$ cat src/rtl/rmc_pkg.sv
package rmc_pkg;

   typedef enum logic [2:0] {
      ST_DEEP   = 3'd0,
      ST_IDLE   = 3'd1,
      ST_LIGHT  = 3'd2,
      ST_STBY   = 3'd3,
      ST_CAL    = 3'd4,
      ST_SETTLE = 3'd5,
      ST_TX     = 3'd6,
      ST_RX     = 3'd7
   } rmc_state_t;

   localparam logic [2:0] CMD_DEEP  = 3'b000;
   localparam logic [2:0] CMD_STBY  = 3'b100;
   localparam logic [2:0] CMD_RX    = 3'b101;
   localparam logic [2:0] CMD_IDLE  = 3'b110;
   localparam logic [2:0] CMD_TX    = 3'b111;

   function automatic int unsigned ns_to_cycles(longint unsigned clk_hz,
                                                longint unsigned ns);
      longint unsigned prod;
      prod = clk_hz * ns;
      return int'(prod / 64'd1_000_000_000);
   endfunction

endpackage

$ cat src/rtl/rmc_wait_timer.sv
module rmc_wait_timer #(
   parameter int unsigned SHORT_CYC = 35,
   parameter int unsigned LONG_CYC  = 300
) (
   input  logic clk,
   input  logic rst_n,
   input  logic load,
   input  logic sel_long,
   output logic done
);
   localparam int unsigned MAX_CYC = (LONG_CYC > SHORT_CYC) ? LONG_CYC : SHORT_CYC;
   localparam int unsigned CW      = $clog2(MAX_CYC + 1);
   localparam logic [CW-1:0] SHORT_LD = CW'(SHORT_CYC - 1);
   localparam logic [CW-1:0] LONG_LD  = CW'(LONG_CYC - 1);

   logic [CW-1:0] cnt;

   always_ff @(posedge clk or negedge rst_n) begin
      if (!rst_n)
         cnt <= '0;
      else if (load)
         cnt <= sel_long ? LONG_LD : SHORT_LD;
      else if (cnt != '0)
         cnt <= cnt - 1'b1;
   end

   assign done = (cnt == '0);

endmodule

$ cat src/rtl/rmc_wake_timer.sv
module rmc_wake_timer #(
   parameter int unsigned PERIOD_CYC = 1000,
   parameter bit          ENABLE     = 1'b1
) (
   input  logic clk,
   input  logic rst_n,
   input  logic run,
   output logic hit
);
   localparam int unsigned CW = $clog2(PERIOD_CYC + 1);
   localparam logic [CW-1:0] LAST = CW'(PERIOD_CYC - 1);

   generate
      if (ENABLE) begin : g_timer
         logic [CW-1:0] cnt;
         always_ff @(posedge clk or negedge rst_n) begin
            if (!rst_n)
               cnt <= '0;
            else if (!run)
               cnt <= '0;
            else if (cnt == LAST)
               cnt <= '0;
            else
               cnt <= cnt + 1'b1;
         end
         assign hit = run && (cnt == LAST);
      end else begin : g_none
         assign hit = 1'b0;
      end
   endgenerate

endmodule

$ cat src/rtl/radio_mode_ctrl.sv
module radio_mode_ctrl
   import rmc_pkg::*;
#(
   parameter longint unsigned CLK_HZ    = 125_000_000,
   parameter longint unsigned SETTLE_NS = 35_000,
   parameter longint unsigned CAL_NS    = 300_000,
   parameter longint unsigned WAKE_NS   = 1_000_000,
   parameter bit              PERIODIC  = 1'b1
) (
   input  logic       clk,
   input  logic       rst_n,
   input  logic       om_wr,
   input  logic [2:0] om_val,
   input  logic       cal_en,
   input  logic       xtal_rdy,
   input  logic       tx_done,
   input  logic       rx_done,
   output logic [2:0] state_o,
   output logic       synth_en,
   output logic       cal_busy,
   output logic       tx_en,
   output logic       rx_en,
   output logic       ready,
   output logic       cmd_err
);
   localparam int unsigned SETTLE_CYC = ns_to_cycles(CLK_HZ, SETTLE_NS);
   localparam int unsigned CAL_CYC    = ns_to_cycles(CLK_HZ, CAL_NS);
   localparam int unsigned WAKE_CYC   = ns_to_cycles(CLK_HZ, WAKE_NS);

   generate
      if (SETTLE_CYC < 2) begin : g_bad_settle
         $error("settling window shorter than two cycles");
      end
      if (CAL_CYC < 2) begin : g_bad_cal
         $error("calibration window shorter than two cycles");
      end
      if (PERIODIC && WAKE_CYC < 16) begin : g_bad_wake
         $error("wake period too short");
      end
   endgenerate

   rmc_state_t st_q, st_d;
   logic       per_q, per_set, per_clr;
   logic       dir_q, dir_d;
   logic       accept, wt_load, wt_long, wt_done, wake_hit, err_q;

   rmc_wait_timer #(.SHORT_CYC(SETTLE_CYC), .LONG_CYC(CAL_CYC)) u_wait (
      .clk      (clk),
      .rst_n    (rst_n),
      .load     (wt_load),
      .sel_long (wt_long),
      .done     (wt_done)
   );

   rmc_wake_timer #(.PERIOD_CYC(WAKE_CYC), .ENABLE(PERIODIC)) u_wake (
      .clk   (clk),
      .rst_n (rst_n),
      .run   (per_q),
      .hit   (wake_hit)
   );

   always_comb begin
      st_d    = st_q;
      dir_d   = dir_q;
      accept  = 1'b0;
      wt_load = 1'b0;
      wt_long = cal_en;
      per_set = 1'b0;
      unique case (st_q)
         ST_DEEP: begin
            if (om_wr && om_val[2]) begin
               accept = 1'b1;
               st_d   = ST_LIGHT;
            end
         end
         ST_IDLE: begin
            if (om_wr) begin
               if (om_val == CMD_DEEP) begin
                  accept = 1'b1;
                  st_d   = ST_DEEP;
               end else if (om_val[2]) begin
                  accept = 1'b1;
                  st_d   = ST_LIGHT;
               end
            end else if (per_q && wake_hit) begin
               st_d = ST_LIGHT;
            end
         end
         ST_LIGHT: begin
            if (om_wr && xtal_rdy) begin
               unique case (om_val)
                  CMD_DEEP: begin accept = 1'b1; st_d = ST_DEEP; end
                  CMD_STBY: begin accept = 1'b1; st_d = ST_STBY; end
                  CMD_IDLE: begin
                     if (PERIODIC) begin
                        accept  = 1'b1;
                        per_set = 1'b1;
                        st_d    = ST_IDLE;
                     end
                  end
                  CMD_RX, CMD_TX: begin
                     accept  = 1'b1;
                     dir_d   = om_val[1];
                     wt_load = 1'b1;
                     st_d    = cal_en ? ST_CAL : ST_SETTLE;
                  end
                  default: ;
               endcase
            end else if (!om_wr && per_q && xtal_rdy) begin
               st_d = ST_STBY;
            end
         end
         ST_STBY: begin
            if (om_wr) begin
               if (om_val == CMD_DEEP) begin
                  accept = 1'b1;
                  st_d   = ST_DEEP;
               end else if (om_val == CMD_RX || om_val == CMD_TX) begin
                  accept  = 1'b1;
                  dir_d   = om_val[1];
                  wt_load = 1'b1;
                  st_d    = cal_en ? ST_CAL : ST_SETTLE;
               end
            end else if (per_q) begin
               wt_load = 1'b1;
               st_d    = cal_en ? ST_CAL : ST_SETTLE;
            end
         end
         ST_CAL, ST_SETTLE: begin
            if (wt_done)
               st_d = dir_q ? ST_TX : ST_RX;
         end
         ST_TX: begin
            if (tx_done)
               st_d = per_q ? ST_IDLE : ST_LIGHT;
         end
         ST_RX: begin
            if (rx_done)
               st_d = per_q ? ST_IDLE : ST_LIGHT;
         end
         default: st_d = ST_DEEP;
      endcase
   end

   assign per_clr = accept && !per_set;

   always_ff @(posedge clk or negedge rst_n) begin
      if (!rst_n) begin
         st_q  <= ST_DEEP;
         per_q <= 1'b0;
         dir_q <= 1'b0;
         err_q <= 1'b0;
      end else begin
         st_q  <= st_d;
         dir_q <= dir_d;
         err_q <= om_wr && !accept;
         if (per_set)
            per_q <= 1'b1;
         else if (per_clr)
            per_q <= 1'b0;
      end
   end

   assign state_o  = st_q;
   assign synth_en = (st_q == ST_CAL) || (st_q == ST_SETTLE) ||
                     (st_q == ST_TX)  || (st_q == ST_RX);
   assign cal_busy = (st_q == ST_CAL);
   assign tx_en    = (st_q == ST_TX);
   assign rx_en    = (st_q == ST_RX);
   assign ready    = xtal_rdy && ((st_q == ST_LIGHT) || (st_q == ST_STBY));
   assign cmd_err  = err_q;

endmodule

$ cat config.mk
export PLATFORM = sky130hd
export DESIGN_NAME = radio_mode_ctrl
export DESIGN_NICKNAME = d
export VERILOG_FILES = /design/src/rtl/rmc_pkg.sv /design/src/rtl/rmc_wait_timer.sv /design/src/rtl/rmc_wake_timer.sv /design/src/rtl/radio_mode_ctrl.sv
export SDC_FILE = /design/constraint.sdc
export NUM_CORES = 1
export LEC_CHECK = 0
export ABC_AREA = 1
export BUFFER_PORTS_ARGS = -buffer_cell sky130_fd_sc_hd__buf_2
export CORE_MARGIN = 10
export CORE_UTILIZATION = 55
export DETAILED_ROUTE_END_ITERATION = 8
export GPL_ROUTABILITY_DRIVEN = 0
export PLACE_DENSITY = 0.74
export SYNTH_ARGS = -nofsm -noshare
export SYNTH_HDL_FRONTEND = slang
export SYNTH_SLANG_ARGS = --single-unit
export TNS_END_PERCENT = 50
$ cat constraint.sdc
create_clock -name clk -period 2.6 [get_ports clk]
set_input_delay 0.52 -clock clk [delete_from_list [all_inputs] [get_ports clk]]
set_output_delay 0.52 -clock clk [all_outputs]
set_load 0.01 [all_outputs]
---- After elaboration in Yosys (flattened, before gate mapping) ----
Index checks and enable logic that the tools add are counted.
word-level totals
  bits in registers ....................... 39
  bits of input ports ..................... 10
  output and inout bits ................... 9
  logic and storage cells ................. 115
operators by class
  add/sub/neg operators ................... 2
  equality and inequality tests ........... 27
  multiplexer cells ....................... 51
  reduce and logical (&&, ||, !) cells .... 29
operators with widths
  kind                                                    number
  2-to-1 mux 16 bit                                       3
  2-to-1 mux 3 bit                                        14
  2-to-1 mux 17 bit                                       2
  2-to-1 mux 1 bit                                        26
  == test 3 bit (second input constant)                   8
  one-hot mux 3 bit (7 select lines)                      1
  adder 17 x 1 -> 17 bit (second input constant)          1
  == test 17 bit (second input constant)                  1
  logical NOT 16 bit                                      1
  nonzero test 16 bit                                     1
  subtractor 16 x 1 -> 16 bit (second input constant)     1
  inequality test 2 bit (second input constant)           7
  one-hot mux 3 bit (4 select lines)                      1
  AND reduction 10 bit                                    1
  logical AND 1 bit                                       9
  inequality test 3 bit (second input constant)           3
  inequality test 4 bit (second input constant)           2
  == test 3 x 2 -> 1 bit (second input constant)          2
  logical NOT 3 bit                                       2
  inequality test 6 x 3 -> 1 bit (second input constant)  1
  AND reduction 6 bit                                     1
  nonzero test 2 bit                                      3
  logical OR 1 bit                                        5
  OR reduction 5 bit                                      1
  other kinds (7)                                         12

---- Depth between registers and ports, before layout ----
Gate-level depths: netlist of the first run.
  depth after elaboration ................. 9
  mapped depth ............................ 11
  mapped depth without buffers ............ 11

---- Cells and area by module ----
Synthesis of the first run repeated with hierarchy kept, for this count alone.
second synthesis, totals
  cell total of the unflattened synthesis .. 399
  area total of the unflattened synthesis .. 2710.1 µm²
by module, submodules not included
  module           times used  cells each  area an instance (µm²)
  rmc_wait_timer   1           142         1063.5
  rmc_wake_timer   1           133         988.4
  radio_mode_ctrl  1           124         658.1

---- Least setup slack after synthesis of the first run ----
No wires, ideal clock.
  path type ............................... input-to-reg
  start ................................... input port om_wr
  end ..................................... register u_wait.cnt[15]
  setup time .............................. 0.123 ns
  arrival ................................. 1.379 ns
  data required time ...................... 2.477 ns
  path slack .............................. 1.098 ns
  cell stages on the path ................. 8
  path through ............................ buf_4 > nand2_1 > inv_1 > nand4_2 > nand2_2 > clkinv_1 > nand3_1 > a21oi_1
between the ends
  word-level cells in the longest chain between the ends .. 4
  elaborated cells between the ends (all ways) .. 6
  classes of those cells .................. mux (4); reduce/logical (2)
RTL lines
  element                                                         line                   RTL
  start, declared                                                 radio_mode_ctrl.sv:12  input logic om_wr,
  logical AND 1 bit                                               radio_mode_ctrl.sv:90  if (om_wr && xtal_rdy) begin
  2-to-1 mux 1 bit                                                radio_mode_ctrl.sv:90
  one-hot mux 1 bit (2 select lines) *                            radio_mode_ctrl.sv:69  unique case (st_q)
  2-to-1 mux 16 bit / nonzero test 2 bit (equally long branches)  --
  end signal, assigned                                            rmc_wait_timer.sv:22   cnt <= sel_long ? LONG_LD : SHORT_LD;
  end signal, assigned                                            rmc_wait_timer.sv:24   cnt <= cnt - 1'b1;
  end, declared                                                   rmc_wait_timer.sv:16   logic [CW-1:0] cnt;
Mark *: on every way between the ends. The rest lies on a longest branch, timed or not.
A chain may end at the register's enable or synchronous reset.

---- Worst setup path in the final report of the first run ----
  start ................................... register st_q[2], in the netlist state_o[2]
  end ..................................... output port ready
between the ends
  word-level cells in the longest chain between the ends .. 3
  elaborated cells between the ends (all ways) .. 4
  classes of those cells .................. eq/ne (2); reduce/logical (2)
RTL lines
  element                 line                    RTL
  start, declared         radio_mode_ctrl.sv:42   rmc_state_t st_q, st_d;
  start signal, assigned  radio_mode_ctrl.sv:154  st_q <= st_d;
  == test 3 x 2 -> 1 bit  radio_mode_ctrl.sv:170  assign ready = xtal_rdy && ((st_q == ST_LIGHT) || (st_q == ST_STBY));
  logical OR 1 bit *      radio_mode_ctrl.sv:170
  logical AND 1 bit *     radio_mode_ctrl.sv:170
  end, declared           radio_mode_ctrl.sv:23   output logic ready,
Marks and branches as above.

==> implementation parameters, run 1 <==
Parameter                              Value

Routing
  Via count of the routed design ... between 2000 and 2500
  Starting DRT DRC Count ... about 170
  Vias per cell ... between 5 and 6
  Pre-Repair DR Iteration Count ... 4
  Remaining antenna violation count after routing ... 0
  Overall routed net length ... between 5 and 6 mm
  Drt wl/cell ... 12.4 µm
  DRC viols ... 0

Power and ir drop
  Fraction of power consumed by sequential logic ... 0.391
  Relative contribution of combinational cells to total power ... 0.406
  Leakage Power ... about 1.4 nW
  Net Sw Frac ... 0.415
  Peak supply drop ... around 0.00043 V
  Power density of the placed cells ... about 860 nW/µm²
  Power Internal ... approximately 1.4 mW
  Total design power ... around 2.4 mW
  Clk network pwr share ... 0.203
  Switching power ... approximately 990 µW

Place
  Count of input and output buffers ... 18
  Placed wire-length estimate after detailed placement ... a little over 4 mm
  Setup slack after placement ... ~610 ps

Die
  Starting utilization of the core area ... 0.577
  Vertical extent of the die ... approximately 88 µm
  Area of the placeable core ... between 4000 and 5000 µm²
  Core Rows ... 24
  Number of top-level pins ... 19
  DIE WIDTH ... about 88 µm
  Area enclosed by the die boundary ... 7750 µm²

Clock network
  TritonCTS clock tree ... yes
  Postcts setup bufs ... 0
  CTS clock-pin slew for the worst setup and hold paths ... about 80 ps
  CTS Hold Bufs ... 0
  Number of gates given a new drive strength after cts ... 0
  Clock root buffer master ... sky130_fd_sc_hd__clkbuf_8
  Clock buffer depth ... 2
  Number of buffers created by CTS ... 5
  Latest clock arrival within the worst-skew pair ... roughly 280 ps
  Sinks on the clock net ... 39
  CTS H-tree depth ... 2

STA
  Final clock period utilization by the worst path ... 0.748
  Number of hold violations in the final report ... 0
  Minimum setup slack in the final design ... roughly 660 ps
  Setup repair after global routing missed its margin ... no
  Worst Tran Pin Value ... roughly 850 ps
  Setup TNS ... 0 ps
  Headroom to the max-slew limit ... 0.432
  Minimum clock period ... between 1500 and 2000 ps
  Setup violations, final ... 0
  Maximum operating frequency ... slightly above 500 MHz
  Clock skew ... about 8 ps
  Max-slew violation total from the final report ... 0

GRT
  All-layer global routing usage ... 0.150
  First-pass GRT wire length ... approximately 9.5 mm
  Antenna violations before repair ... 0
  Remaining global-route overflow ... 0
  Maximum number of pins on one net before global-route repair ... 40
  Number of global-route vias before repair ... roughly 2200

Layout
  Synth-to-Final Area Change ... 8.55%
  Multi-input gate area in the final layout ... 1360 µm²
  Most frequent cells in the layout ... sky130_fd_sc_hd__nand2_1, sky130_fd_sc_hd__nor2_1, sky130_fd_sc_hd__inv_1
  Proportion of layout cells with a drive suffix above 1 ... 0.115
  Leading cell type in the layout, fill and taps excluded ... sky130_fd_sc_hd__nand2_1
  Register cell area after layout ... around 980 µm²
  Antenna diode count ... 0
  Count of filler cells inserted in the layout ... between 300 and 400
  Final-stage net count ... approximately 390

Setup path
  Start-to-end type of the worst setup path ... reg -> out
  Kind of capture point of the worst setup path ... output port
  Kind of launch point of the worst setup path ... flop
  Required time reported for the critical path endpoint ... ~2100 ps
  Data arrival at the endpoint of the critical path ... ~1400 ps
  Maximum fanout along the worst path ... 11
  Depth of the worst register-to-register path ... 7

Synthesis
  Number of warnings printed during yosys synthesis ... 0
  Primary FF master, synth ... sky130_fd_sc_hd__dfrtp_1
  Summed instance area of the synthesized netlist ... around 2500 µm²
  Gate count of the mapped netlist ... approximately 360
  Post-Syn Nets ... ~370
  Register bit count reported by yosys ... 39
  Unique cell type count in the Yosys netlist ... 36
  Average cell area after synthesis ... a little over 7 µm²
  Share of flip-flops with an asynchronous set or reset after synthesis ... 1.00
  Number of synthesized flops with an enable pin ... 0
  Proportion of synthesized chip area in sequential cells ... 0.383

Min path
  HP Class ... in -> async

Flow run
  Total of max-cap violations ... 0

Outcome
  Run status ... finished, final reports clean
## routing by layer
metal | share of wire | GRT usage | vias up | routed length, µm
met4 | 0.022 | 0.0585 | 0 | 117
met3 | 0.046 | 0.0316 | 12 | 247
met5 | 0 | 0 | - | 0
li1 | - | - | 1188 | -
met1 | 0.49 | 0.198 | 1032 | 2610
met2 | 0.45 | 0.233 | 71 | 2400
## cells by family (layout without fill, tap and decap cells)
family                   after synthesis  after routing  synth area share
buffers and inverters                 49             69            0.0821
AND/OR/NAND/NOR                      228            228             0.406
AO/OA/AOI/OAI                         28             28            0.0659
adder cells (fa/ha/maj)                3              3            0.0147
XOR/XNOR                              14             14            0.0482
flip-flops                            39             39             0.383
## metrics by stage
step / instance area (µm²) / hold WS (ps) / cells / utilization
after global placement: 2660 / 454 / 426 / 0.602
after CTS: 2760 / 373 / 433 / 0.626
after global routing: 2760 / 400 / 433 / 0.626
after detailed placement: 2660 / 457 / 426 / 0.602
after floorplan: 2550 / 224 / 361 / -
final: 2760 / 339 / 433 / 0.626
## power by group through the flow
stage               Sequential, mW  Clock, mW  Combinational (mW)
floorplan                    0.889          0               0.802
global placement             0.944          0               0.956
detailed placement           0.943          0               0.965
CTS                          0.934      0.496               0.974
global route                 0.959      0.526                1.13
finish                       0.935      0.485               0.969
## final cells by class
type,instances,share of cell area
clock buffers,5,0.0249
flip-flops and latches,39,0.353
clock inverters,2,0.0136
repair buffers,18,0.0326
multi-input cells,273,0.493
inverters,44,0.0598
well taps,52,0.0235
## flip-flops by register name, indices dropped and copies added, names as in the netlist
signal              flops
u_wake.g_timer.cnt     17
state_o                 3
per_q                   1
cmd_err                 1
u_wait.cnt             16
dir_q                   1
## synthesized netlist by cell type, types with 3 or more instances
cell | count | area share
sky130_fd_sc_hd__nand2_2 | 4 | 0.0098
sky130_fd_sc_hd__nand4_1 | 5 | 0.012
sky130_fd_sc_hd__ha_1 | 3 | 0.015
sky130_fd_sc_hd__a21oi_1 | 10 | 0.020
sky130_fd_sc_hd__nor2_1 | 71 | 0.10
sky130_fd_sc_hd__o21ai_0 | 6 | 0.012
sky130_fd_sc_hd__xnor2_1 | 5 | 0.017
sky130_fd_sc_hd__xor2_1 | 9 | 0.031
sky130_fd_sc_hd__nand2_1 | 88 | 0.13
sky130_fd_sc_hd__nor2_4 | 5 | 0.022
sky130_fd_sc_hd__inv_1 | 41 | 0.060
sky130_fd_sc_hd__o211ai_1 | 4 | 0.012
sky130_fd_sc_hd__nor2_2 | 3 | 0.0074
sky130_fd_sc_hd__nor3_1 | 15 | 0.029
sky130_fd_sc_hd__nand3_1 | 29 | 0.057
sky130_fd_sc_hd__dfrtp_1 | 39 | 0.38
## worst paths after layout
check                                       from                      to  slack (ps)
max                                   state_o[2]                   ready         660
min                                        rst_n  u_wake.g_timer.cnt[14]         340
max reg2reg                           state_o[1]          u_wait.cnt[15]         670
min reg2reg                u_wake.g_timer.cnt[0]   u_wake.g_timer.cnt[0]         460
max in group asynchronous                  rst_n              state_o[0]        1720
min in group clk           u_wake.g_timer.cnt[0]   u_wake.g_timer.cnt[0]         460
## critical path: stages, from the launching register on
cell                      delay [ps]
sky130_fd_sc_hd__dfrtp_1         600
sky130_fd_sc_hd__inv_1           200
sky130_fd_sc_hd__nand2_1         160
sky130_fd_sc_hd__nor2_1           50
sky130_fd_sc_hd__buf_2           130
(Power assumes the default switching activity.)
==> inputs of run 2 (changes only) <==
==> constraint.sdc (replaced) <==
create_clock -name clk -period 1.8 [get_ports clk]
set_input_delay 0.36 -clock clk [delete_from_list [all_inputs] [get_ports clk]]
set_output_delay 0.36 -clock clk [all_outputs]
set_load 0.01 [all_outputs]
==> run 2 against run 1 <==
Largest power group unchanged. Wire length about the same. Sequential share of layout area down 0.55 points. Final cell count up 1.6%. Utilization up 1.1 points. Register-to-register slack worse by 480 ps. Flip-flop and latch count unchanged. Critical path type unchanged. Critical endpoint is now rx_en. Clock-buffer cell count up 1. Clock power up 33%.
==> implementation parameters, run 2 (synthesized netlist as in run 1, its figures left out) <==
Parameter                              Value

Outcome
  Run status ... finished, final reports clean

Min path
  Launch instance of the worst min-delay path ... om_val[1]
  HP Class ... in -> reg
  Hold path cells ... 3
  Endpoint with the worst hold slack ... per_q

Layout
  Synth-to-Final Area Change ... 10.4%
  Antenna diode count ... 0 (unchanged)
  Leading cell type in the layout, fill and taps excluded ... sky130_fd_sc_hd__nand2_1
  Flip-flop count of the largest register, all copies and words added ... 17 (unchanged)
  Most flop-heavy register ... u_wake.g_timer.cnt
  Most frequent cells in the layout ... sky130_fd_sc_hd__nand2_1, sky130_fd_sc_hd__nor2_1, sky130_fd_sc_hd__inv_1
  Final-stage net count ... 400 (+1.5%)
  Final design instance area without fill ... 2810 µm² (+1.7%)
  Proportion of layout cells with a drive suffix above 1 ... 0.131 (+0.0160)

Power and ir drop
  Switching power ... 1.49 mW (+51%)
  Net Sw Frac ... 0.432 (+0.0179)
  Power Internal ... 1.96 mW (+40%)
  Peak supply drop ... 0.000730 V (+68%)
  Total design power ... 3.45 mW (+45%)
  Fraction of power consumed by sequential logic ... 0.389 (-0.002)
  Power density of the placed cells ... 1230 nW/µm² (+42%)
  Relative contribution of combinational cells to total power ... 0.425 (+0.019)
  Leakage Power ... 1.38 nW (+1.9%)
  Clk network pwr share ... 0.187 (-0.016)

GRT
  Antenna violations before repair ... 0 (unchanged)
  Maximum number of pins on one net before global-route repair ... 20 (-50%)
  Number of global-route vias before repair ... 2132 (-2.6%)
  First-pass GRT wire length ... 9.32 mm (-2.2%)
  All-layer global routing usage ... 0.147 (-0.00255)
  Remaining global-route overflow ... 0 (unchanged)

Clock network
  CTS H-tree depth ... 2 (unchanged)
  Sinks on the clock net ... 39 (unchanged)
  Clock buffer depth ... 2 (unchanged)
  CTS clock-pin slew for the worst setup and hold paths ... 80 ps (about the same)
  Postcts setup bufs ... 0 (unchanged)
  Number of buffers created by CTS ... 5 (unchanged)
  TritonCTS clock tree ... yes
  Clock root buffer master ... sky130_fd_sc_hd__clkbuf_8
  Latest clock arrival within the worst-skew pair ... 300 ps (+20 ps)

Routing
  Starting DRT DRC Count ... 129 (-23%)
  Via count of the routed design ... 2301 (-0.087%)
  Vias per cell ... 5.23 (-1.7%)
  Overall routed net length ... 5.38 mm (about the same)
  DRC viols ... 0 (unchanged)
  Pre-Repair DR Iteration Count ... 4 (unchanged)
  Remaining antenna violation count after routing ... 0 (unchanged)
  Drt wl/cell ... 12.2 µm (-1.5%)

STA
  Minimum setup slack in the final design ... 80.8 ps (-574 ps)
  Max-slew violation total from the final report ... 0 (unchanged)
  Clock skew ... 12.4 ps (+4.48 ps)
  Final clock period utilization by the worst path ... 0.955
  Worst Tran Pin Value ... 408 ps (-445 ps)
  Setup repair after global routing missed its margin ... no
  Setup TNS ... 0 ps (unchanged)
  Headroom to the max-slew limit ... 0.728 (+0.297)
  Setup violations, final ... 0 (unchanged)
  Maximum operating frequency ... 582 MHz
  Worst hold slack after final layout ... 323 ps (-16.4 ps)
  Number of hold violations in the final report ... 0 (unchanged)
  Minimum clock period ... 1720 ps

Flow run
  Total of max-cap violations ... 0 (unchanged)

Die
  Area of the placeable core ... 4410 µm² (unchanged)
  DIE WIDTH ... 88.0 µm (unchanged)
  Area enclosed by the die boundary ... 7750 µm² (unchanged)
  Vertical extent of the die ... 88.0 µm (unchanged)
  Number of top-level pins ... 19 (unchanged)
  Starting utilization of the core area ... 0.577 (unchanged)
  Core Rows ... 24 (unchanged)

Place
  Placed wire-length estimate after detailed placement ... 4.25 mm (+4.4%)
  Instance area at placement ... 2700 µm² (+1.4%)
  Count of input and output buffers ... 18 (unchanged)
  Setup slack after placement ... 180 ps (-428 ps)

Setup path
  Required time reported for the critical path endpoint ... 1440 ps (-640 ps)
  Start-to-end type of the worst setup path ... reg -> out
  Depth of the worst register-to-register path ... 9 (+2)
  Kind of launch point of the worst setup path ... flop
  Reg-to-reg endpoint ... u_wait.cnt[8]
  Crit Reg-Reg Startpoint ... state_o[0]
  Data arrival at the endpoint of the critical path ... 1360 ps (-60 ps)
  Critical path, cell by cell ... buf_4, nand2_1, nor2_1, buf_2
  CP max stage delay ... 470 ps (-130 ps)
  Cell with the largest stage delay on the worst path ... sky130_fd_sc_hd__dfrtp_1
  Maximum fanout along the worst path ... 7 (-4)
  Critical path's top delay family ... flip-flops
  Buffers & Inverters on Critical Path ... 2 (unchanged)
  Setup slack, reg-to-reg ... 190 ps (-480 ps)
  Kind of capture point of the worst setup path ... output port
==> run 2: cell count changes in the layout (fill, tap and decap cells not counted), sizes merged <==
| cell | before | now |
|---|---|---|
| clkinv | 1 | 2 |
| dlygate4sd3 | 0 | 1 |
| clkbuf | 5 | 6 |
| bufinv | 1 | 0 |
| buf | 18 | 23 |
==> run 2: area by class of cell <==
class / count / area, µm²
Fill cell: 376 / 1600
Multi-Input combinational cell: 273 / 1370
Sequential cell: 39 / 977
Inverter: 44 / 165
Timing Repair Buffer: 24 / 138
Clock buffer: 6 / 82.6
Tap cell: 52 / 65.1
Clock inverter: 2 / 16.3
==> run 2: what timing repair did <==
item,4_1_cts,5_1_grt
endpoints found under the setup margin,0,6
hold buffers,1,0
endpoints found under the hold margin,8,0
resized for setup,0,2
==> run 2: power groups by stage <==
stage	Sequential (mW)	Combinational (mW)	Clock, mW
6_report	1.34	1.47	0.645
5_1_grt	1.37	1.68	0.686
4_1_cts	1.33	1.47	0.651
3_5_place_dp	1.35	1.45	0
3_3_place_gp	1.34	1.44	0
2_1_floorplan	1.28	1.16	0
==> run 2: worst min-delay path: stages <==
cell and delay (ps):
sky130_fd_sc_hd__buf_2 110, sky130_fd_sc_hd__nand4_1 80, sky130_fd_sc_hd__nand2_1 50
==> run 2: metrics by stage <==
stage           util  cells
2_1_floorplan      -    361
3_3_place_gp   0.611    431
3_5_place_dp   0.611    431
4_1_cts        0.635    440
5_1_grt        0.637    440
6_report       0.637    440
==> run 2: how the worst max path moves through the flow <==
stage / slack (ps) / start / endpoint / depth (start not counted)
final: 80 / state_o[1] / rx_en / 4
after global routing: 1 / u_wait.cnt[0] / u_wait.cnt[8] / 7
after floorplan: 380 / state_o[1] / state_o[0] / 10
after detailed placement: 180 / om_wr / u_wait.cnt[8] / 9
after global placement: 190 / state_o[2] / state_o[1] / 9
after CTS: 30 / state_o[2] / cal_busy / 3
==> run 2: layer usage <==
| metal | up-vias | global-route usage | share of wire |
|---|---|---|---|
| met4 | 0 | 0.0713 | 0.020 |
| met1 | 1043 | 0.199 | 0.50 |
| met2 | 53 | 0.218 | 0.44 |
| met3 | 11 | 0.0297 | 0.040 |
| li1 | 1194 | - | - |
| met5 | - | 0 | 0 |
==> inputs of run 3 (changes only) <==
--- a/config.mk
+++ b/config.mk
@@ -12,6 +12,7 @@
 export DETAILED_ROUTE_END_ITERATION = 8
 export GPL_ROUTABILITY_DRIVEN = 0
 export PLACE_DENSITY = 0.74
+export RECOVER_POWER = 100
 export SYNTH_ARGS = -nofsm -noshare
 export SYNTH_HDL_FRONTEND = slang
 export SYNTH_SLANG_ARGS = --single-unit
==> run 3 against run 2 <==
Global-route usage unchanged. Non-clock buffer count unchanged. Final cell count unchanged. Sequential share of layout area increased by 0.22 points. Critical endpoint unchanged. Critical path type unchanged. Clock-buffer cell count unchanged. Sequential power about the same. Largest power group unchanged.
==> implementation parameters, run 3 (synthesized netlist as in run 1, its figures left out) <==
Parameter                              Value

Outcome
  Run status ... finished, final reports clean

Clock network
  CTS H-tree depth ... 2 (unchanged)
  TritonCTS clock tree ... yes
  Postcts setup bufs ... 0 (unchanged)
  Latest clock arrival within the worst-skew pair ... 300 ps (about the same)
  CTS clock-pin slew for the worst setup and hold paths ... 80 ps (about the same)
  Number of buffers created by CTS ... 5 (unchanged)
  Clock root buffer master ... sky130_fd_sc_hd__clkbuf_8
  Clock buffer depth ... 2 (unchanged)
  Sinks on the clock net ... 39 (unchanged)

Routing
  Pre-Repair DR Iteration Count ... 4 (unchanged)
  Drt wl/cell ... 12.2 µm (-0.17%)
  Overall routed net length ... 5.37 mm (-0.17%)
  Remaining antenna violation count after routing ... 0 (unchanged)
  DRC viols ... 0 (unchanged)
  Vias per cell ... 5.20 (-0.61%)
  Starting DRT DRC Count ... 149 (+16%)
  Via count of the routed design ... 2287 (-0.61%)

Power and ir drop
  Fraction of power consumed by sequential logic ... 0.390 (about the same)
  Leakage Power ... 1.35 nW (-2.1%)
  Net Sw Frac ... 0.432 (about the same)
  Clk network pwr share ... 0.187 (about the same)
  Peak supply drop ... 0.000730 V (about the same)
  Switching power ... 1.49 mW (-0.53%)
  Power Internal ... 1.95 mW (-0.52%)
  Relative contribution of combinational cells to total power ... 0.423 (-0.002)
  Power density of the placed cells ... 1230 nW/µm² (+0.10%)

Layout
  Flip-flop count of the largest register, all copies and words added ... 17 (unchanged)
  Leading cell type in the layout, fill and taps excluded ... sky130_fd_sc_hd__nand2_1
  Post-route non-filler standard cell count ... 440 (unchanged)
  Antenna diode count ... 0 (unchanged)
  Final-stage net count ... 400 (unchanged)
  Synth-to-Final Area Change ... 9.73%
  Most flop-heavy register ... u_wake.g_timer.cnt
  Most frequent cells in the layout ... sky130_fd_sc_hd__nand2_1, sky130_fd_sc_hd__nor2_1, sky130_fd_sc_hd__inv_1
  Proportion of layout cells with a drive suffix above 1 ... 0.113 (-0.0180)

Die
  Area enclosed by the die boundary ... 7750 µm² (unchanged)
  Area of the placeable core ... 4410 µm² (unchanged)
  Number of top-level pins ... 19 (unchanged)
  Core Rows ... 24 (unchanged)
  DIE WIDTH ... 88.0 µm (unchanged)
  Vertical extent of the die ... 88.0 µm (unchanged)
  Starting utilization of the core area ... 0.577 (unchanged)

Setup path
  Start-to-end type of the worst setup path ... reg -> out
  Kind of capture point of the worst setup path ... output port
  Maximum fanout along the worst path ... 7 (unchanged)
  Kind of launch point of the worst setup path ... flop
  Required time reported for the critical path endpoint ... 1440 ps (about the same)
  Data arrival at the endpoint of the critical path ... 1360 ps (about the same)

GRT
  Remaining global-route overflow ... 0 (unchanged)
  First-pass GRT wire length ... 9.32 mm (unchanged)
  Number of global-route vias before repair ... 2132 (unchanged)
  All-layer global routing usage ... 0.147 (unchanged)
  Antenna violations before repair ... 0 (unchanged)
  Maximum number of pins on one net before global-route repair ... 20 (unchanged)

STA
  Final clock period utilization by the worst path ... 0.956 (+0.00127)
  Headroom to the max-slew limit ... 0.350 (-0.378)
  Max-slew violation total from the final report ... 0 (unchanged)
  Clock skew ... 12.3 ps (-0.124 ps)
  Worst Tran Pin Value ... 975 ps (+567 ps)
  Number of hold violations in the final report ... 0 (unchanged)
  Setup repair after global routing missed its margin ... no
  Minimum clock period ... 1720 ps (+2.29 ps)
  Setup TNS ... 0 ps (unchanged)
  Setup violations, final ... 0 (unchanged)
  Maximum operating frequency ... 581 MHz (-0.13%)

Place
  Count of input and output buffers ... 18 (unchanged)
  Placed Instances ... 431 (unchanged)
  Placed wire-length estimate after detailed placement ... 4.25 mm (unchanged)

Min path
  HP Class ... in -> reg

Flow run
  Total of max-cap violations ... 0 (unchanged)
-- run 3: changes by cell type in the layout (fill, tap and decap cells not counted), sizes merged --
| cell | previous run | this run |
|---|---|---|
| buf | 23 | 15 |
| clkbuf | 6 | 14 |
-- run 3: repair_timing --
action,CTS,global route
resized for setup,0,2
endpoints found under the setup margin,0,6
hold endpoints to repair,8,0
hold buffers,1,0
-- run 3: area by class of cell --
class	count	area [µm²]
flip-flops and latches	39	977
inverters	44	165
well taps	52	65.1
clock inverters	2	16.3
multi-input cells	273	1360
fillers	386	1620
repair buffers	24	129
clock buffers	6	82.6
-- run 3: stage by stage --
| stage | utilization | hold slack, ps | cell area, µm² | setup WS, ps | total power [mW] |
|---|---|---|---|---|---|
| detailed placement | 0.611 | 322 | 2700 | 180 | 2.80 |
| finish | 0.633 | 322 | 2790 | 78.5 | 3.43 |
| global route | 0.633 | 334 | 2790 | 1.38 | 3.73 |
| global placement | 0.611 | 325 | 2700 | 187 | 2.78 |
| floorplan | - | 64.4 | 2550 | 377 | 2.44 |
| CTS | 0.635 | 322 | 2800 | 28.6 | 3.45 |
-- run 3: final timing paths --
check	from	to	slack (ps)	depth (start not counted)
hold reg to reg	u_wake.g_timer.cnt[0]	u_wake.g_timer.cnt[0]	460	1
min in group asynchronous	rst_n	u_wake.g_timer.cnt[14]	730	2
max in group asynchronous	rst_n	state_o[2]	320	3
setup / recovery	state_o[1]	rx_en	80	4
hold / removal	om_val[1]	per_q	320	3
setup reg to reg	u_wake.g_timer.cnt[0]	u_wake.g_timer.cnt[15]	190	9
-- run 3: power by group through the flow --
stage / combinational [mW] / clock, mW / sequential (mW)
2_1_floorplan: 1.16 / 0 / 1.28
3_3_place_gp: 1.44 / 0 / 1.34
3_5_place_dp: 1.45 / 0 / 1.35
4_1_cts: 1.47 / 0.651 / 1.33
5_1_grt: 1.67 / 0.686 / 1.38
6_report: 1.45 / 0.641 / 1.34
-- run 3: critical path: stages, from the launching register on --
cell	delay (ps)
sky130_fd_sc_hd__dfrtp_1	470
sky130_fd_sc_hd__buf_4	190
sky130_fd_sc_hd__nand2_1	80
sky130_fd_sc_hd__nor2_1	170
sky130_fd_sc_hd__clkbuf_2	160
-- run 3: layer usage --
| metal | wire, µm | up-vias | GRT usage |
|---|---|---|---|
| met5 | 0 | - | 0 |
| met4 | 113 | 0 | 0.0713 |
| met3 | 234 | 13 | 0.0297 |
| met2 | 2350 | 62 | 0.218 |
| met1 | 2670 | 1017 | 0.199 |
| li1 | - | 1195 | - |
